<file path="config.mk">
export PLATFORM = sky130hd
export DESIGN_NAME = run_length_eroder
export DESIGN_NICKNAME = d
export VERILOG_FILES = /design/src/rtl/rle_pkg.sv /design/src/rtl/rle_erode_stage.sv /design/src/rtl/rle_zero_detect.sv /design/src/rtl/run_length_eroder.sv
export SDC_FILE = /design/constraint.sdc
export NUM_CORES = 1
export LEC_CHECK = 0
export BUFFER_PORTS_ARGS = -buffer_cell sky130_fd_sc_hd__buf_2
export CAP_MARGIN = 20
export CORE_AREA = 2 2 55 57
export DETAILED_ROUTE_END_ITERATION = 7
export DIE_AREA = 0 0 57 59
export HOLD_SLACK_MARGIN = 0.15
export MAX_ROUTING_LAYER = met4
export PLACE_DENSITY = 0.69
export SETUP_SLACK_MARGIN = 0.1
export SYNTH_ARGS = -nofsm -noshare
export SYNTH_HDL_FRONTEND = slang
export SYNTH_SLANG_ARGS = --single-unit
</file>
<file path="constraint.sdc">
create_clock -name clk -period 2.3 [get_ports clk]
set_clock_uncertainty 0.2 [all_clocks]
set_input_delay 0.345 -clock clk [delete_from_list [all_inputs] [get_ports clk]]
set_output_delay 0.345 -clock clk [all_outputs]
set_load 0.02 [all_outputs]
</file>
<file path="src/rtl/rle_pkg.sv">
package rle_pkg;

    typedef enum logic {
        PH_IDLE  = 1'b0,
        PH_ERODE = 1'b1
    } rle_phase_e;

    function automatic int rle_count_width(input int n);
        return $clog2(n + 1);
    endfunction

endpackage

</file>
<file path="src/rtl/rle_erode_stage.sv">
module rle_erode_stage #(
    parameter int W = 16
) (
    input  logic [W-1:0] bits_i,
    output logic [W-1:0] bits_o
);
    // Each surviving bit needs its lower neighbour set; below bit 0 sits a 0.
    for (genvar i = 0; i < W; i++) begin : g_bit
        if (i == 0) begin : g_floor
            assign bits_o[i] = 1'b0;
        end else begin : g_upper
            assign bits_o[i] = bits_i[i] & bits_i[i-1];
        end
    end
endmodule

</file>
<file path="src/rtl/rle_zero_detect.sv">
module rle_zero_detect #(
    parameter int W = 16,
    parameter int G = 4
) (
    input  logic [W-1:0] vec_i,
    output logic         zero_o
);
    localparam int NCH = (W + G - 1) / G;
    localparam int PW  = NCH * G;

    logic [PW-1:0]  padded;
    logic [NCH-1:0] part_any;

    always_comb begin
        padded         = '0;
        padded[W-1:0]  = vec_i;
    end

    for (genvar c = 0; c < NCH; c++) begin : g_chunk
        assign part_any[c] = |padded[c*G +: G];
    end

    assign zero_o = ~|part_any;
endmodule

</file>
<file path="src/rtl/run_length_eroder.sv">
module run_length_eroder
    import rle_pkg::*;
#(
    parameter int N = 16,
    localparam int CW = rle_count_width(N)
) (
    input  logic          clk,
    input  logic          rst,
    input  logic          start_i,
    input  logic [N-1:0]  word_i,
    output logic          busy_o,
    output logic          done_o,
    output logic [CW-1:0] length_o
);
    typedef struct packed {
        rle_phase_e    phase;
        logic          done;
        logic [N-1:0]  bits;
        logic [CW-1:0] steps;
        logic [CW-1:0] result;
    } core_t;

    core_t        st_q, st_d;
    logic [N-1:0] eroded;
    logic         bits_zero;

    rle_erode_stage #(.W(N)) u_erode (
        .bits_i (st_q.bits),
        .bits_o (eroded)
    );

    rle_zero_detect #(.W(N), .G(4)) u_zero (
        .vec_i  (st_q.bits),
        .zero_o (bits_zero)
    );

    always_comb begin
        st_d      = st_q;
        st_d.done = 1'b0;
        case (st_q.phase)
            PH_IDLE: begin
                if (start_i) begin
                    st_d.phase = PH_ERODE;
                    st_d.bits  = word_i;
                    st_d.steps = '0;
                end
            end
            PH_ERODE: begin
                // Zero check happens before a step, so steps equals erosions applied.
                if (bits_zero) begin
                    st_d.phase  = PH_IDLE;
                    st_d.done   = 1'b1;
                    st_d.result = st_q.steps;
                end else begin
                    st_d.bits  = eroded;
                    st_d.steps = st_q.steps + CW'(1);
                end
            end
            default: st_d.phase = PH_IDLE;
        endcase
    end

    always_ff @(posedge clk) begin
        if (rst) begin
            st_q <= '0;
        end else begin
            st_q <= st_d;
        end
    end

    assign busy_o   = (st_q.phase == PH_ERODE);
    assign done_o   = st_q.done;
    assign length_o = st_q.result;
endmodule

</file>
==> impl_metrics.json <==
{
  "global_route.overflow_total": 0,
  "clock_tree.root_cell": "clkbuf_4",
  "max_clock_freq_mhz": 526.8,
  "tightest_slew_ps": 505.4,
  "whs_ps": 175.1,
  "layout.cells.most_common": "nor2_1",
  "yosys-top-cells-area": "dfxtp_1 (43%), nor2_1 (13%), nor4_2 (9.5%)",
  "number_of_nets_with_antenna_violations_after_detailed_routing": 0,
  "clock_tree_from_tritoncts": "done",
  "start_util_pct": 48.66,
  "critPathCaptureType": "flip-flop",
  "critPathRequiredTime_ps": 2350,
  "track_usage_pct": 19.65,
  "min_period_over_period_pct": 82.54,
  "syn_inst": 156,
  "synthesis.yosys.warnings": 0,
  "final_cell_mix": "nor2_1 (46), dfxtp_1 (28), buf_2 (25), dlygate4sd3_1 (15), nand3_1 (11)",
  "detail_route.vias_per_cell": 5.593,
  "drc_violation_count_after_routing": 0,
  "yosys_most_used_dff": "dfxtp_1",
  "core_rows": 19,
  "worst_slew_slack_as_a_fraction_of_its_limit_pct": 66.23,
  "layout-drive-gt1-share_pct": 25.79,
  "avgSynthCellArea_sq_um": 8.454,
  "num_io_pins": 26,
  "clockBufferDepth": 2,
  "die-area_sq_um": 3363,
  "static-leakage-power_nw": 0.6649,
  "kind_of_launch_point_of_the_worst_setup_path": "flip-flop",
  "flow.area_growth_from_synthesis_pct": 21.73,
  "detailedPlacementHpwl_um": 1896,
  "core_region_area_sq_um": 2710,
  "postSynthRegisterBits": 28,
  "final.min_clock_period_ps": 1898,
  "die_height_um": 59,
  "path_class": "flip-flop to flip-flop",
  "synth_cell_types": 30,
  "synth_edf_count": 0,
  "placement.cell_area_sq_um": 1419,
  "clk_latency_ps": 330,
  "outcome": "finished clean",
  "timing.final.max_slew_violations": 0,
  "setup_viol": 0,
  "drt_pass1_iterations": 4,
  "synth.yosys.seq_area_share_pct": 42.50,
  "pin_count_of_the_biggest_net_entering_global_routing": 28,
  "antenna-diode-count": 0,
  "dr_total_vias": 1236,
  "vdd_drop_max_mv": 0.5846,
  "first_global_vias": 1220,
  "syn_area_sq_um": 1319,
  "worst_setup_hold_path_clk_slew_ps": 150,
  "number_of_clock_buffers_inserted_by_tritoncts": 3,
  "place.gp.congestion": 0.7622,
  "wirelength_um": 2968,
  "max_cap_violations": 0,
  "grt_setup_unrepaired": "no",
  "hold_viol": 0,
  "min-delay-path-class": "input port to flip-flop",
  "tns_ps": 0,
  "finish.net_count": 211,
  "antenna_violations_before_repair": 0,
  "post_cts.resized_instances": 0,
  "ctsHtreeMaxLevel": 1,
  "critical_path.max_fanout": 13,
  "power.density_nw_per_um2": 626.2,
  "clock_sink_count": 28,
  "avgRoutedWirePerCell_um": 13.43,
  "cp.arrival_ps": 1950,
  "syn_nets": 176,
  "synth_top_area_share_pct": 42.50,
  "numPortBuffers": 25,
  "grt_first_pass_wirelength_um": 5092,
  "synth_async_sr_flop_share_pct": 0,
  "drt-initial-drc-count": 25,
  "final_cell_area_sq_um": 1605,
  "finish.utilization_pct": 59.23,
  "dieWidth_um": 57,
  "biggest_area_consumer_among_synthesized_cells": "dfxtp_1"
}
flip-flops by register name (all words and copies together) (netlist names):
name / count
st_q: 21
length_o: 5
busy_o: 1
done_o: 1
what timing repair did:
action,in CTS,in global routing
setup buffers,0,0
hold buffers,15,0
hold endpoints to repair,15,0
worst max-delay path, stage by stage (launching register included):
cell and delay (ps):
dfxtp_1 350, nor4_1 440, and4_2 470, nor4b_1 90, a211o_1 260
per-stage QoR:
step	worst slack [ps]	cells	total power, mW
final	401.6	221	1.005
after global routing	213.7	221	1.060
after CTS	386.8	221	1.006
after detailed placement	394.7	202	0.7522
after global placement	436.6	202	0.7464
after floorplan	645.9	156	0.7065
power by group:
part | switching [mW] | leakage [nW] | internal, mW
sequential | 0.0254 | 0.229 | 0.516
clock | 0.143 | 0.0210 | 0.0970
combinational | 0.132 | 0.415 | 0.0910
total | 0.301 | 0.665 | 0.704
layout make-up:
class	count	area (sq um)
clock buffer	4	36.28
fill	240	1105
inverter	2	7.507
multi-input combinational	113	664.4
sequential	28	560.5
tap	31	38.79
timing repair buffer	43	297.8
final timing paths:
kind	depth (start not counted)	slack, ps	from	end
hold reg to reg	2	280	length_o[4]	length_o[4]
setup reg to reg	4	400	st_q[21]	st_q[7]
hold / removal	4	180	start_i	st_q[6]
setup / recovery	4	400	st_q[21]	st_q[7]
logic make-up after synthesis:
group | Yosys count | synth area share (%)
AOI/OAI and AO/OA | 20 | 10.44
adders and majority gates | 1 | 0.9486
buffers and inverters | 15 | 7.116
DFF | 28 | 42.50
muxes | 1 | 0.7590
and+or+nand+nor | 91 | 38.24
Yosys cell counts, types with 2 or more instances:
library cell,instances
nor4_1,8
buf_4,6
dfxtp_1,28
clkbuf_1,5
a21oi_1,6
nor4_2,10
inv_1,2
o21ai_0,5
buf_6,2
nor2_1,46
o211ai_1,2
nand3_1,11
nor2b_1,2
nor3_1,2
nand2_1,5
or4_2,2
metal layers:
layer | GRT usage (%) | part of all wire, % | vias up
met2 | 34.81 | 50 | 42
met4 | 6.312 | 0.24 | 0
met3 | 5.240 | 5.5 | 2
met1 | 21.53 | 44 | 574
met5 | - | 0 | -
li1 | - | - | 618
(Power assumes the default switching activity.)
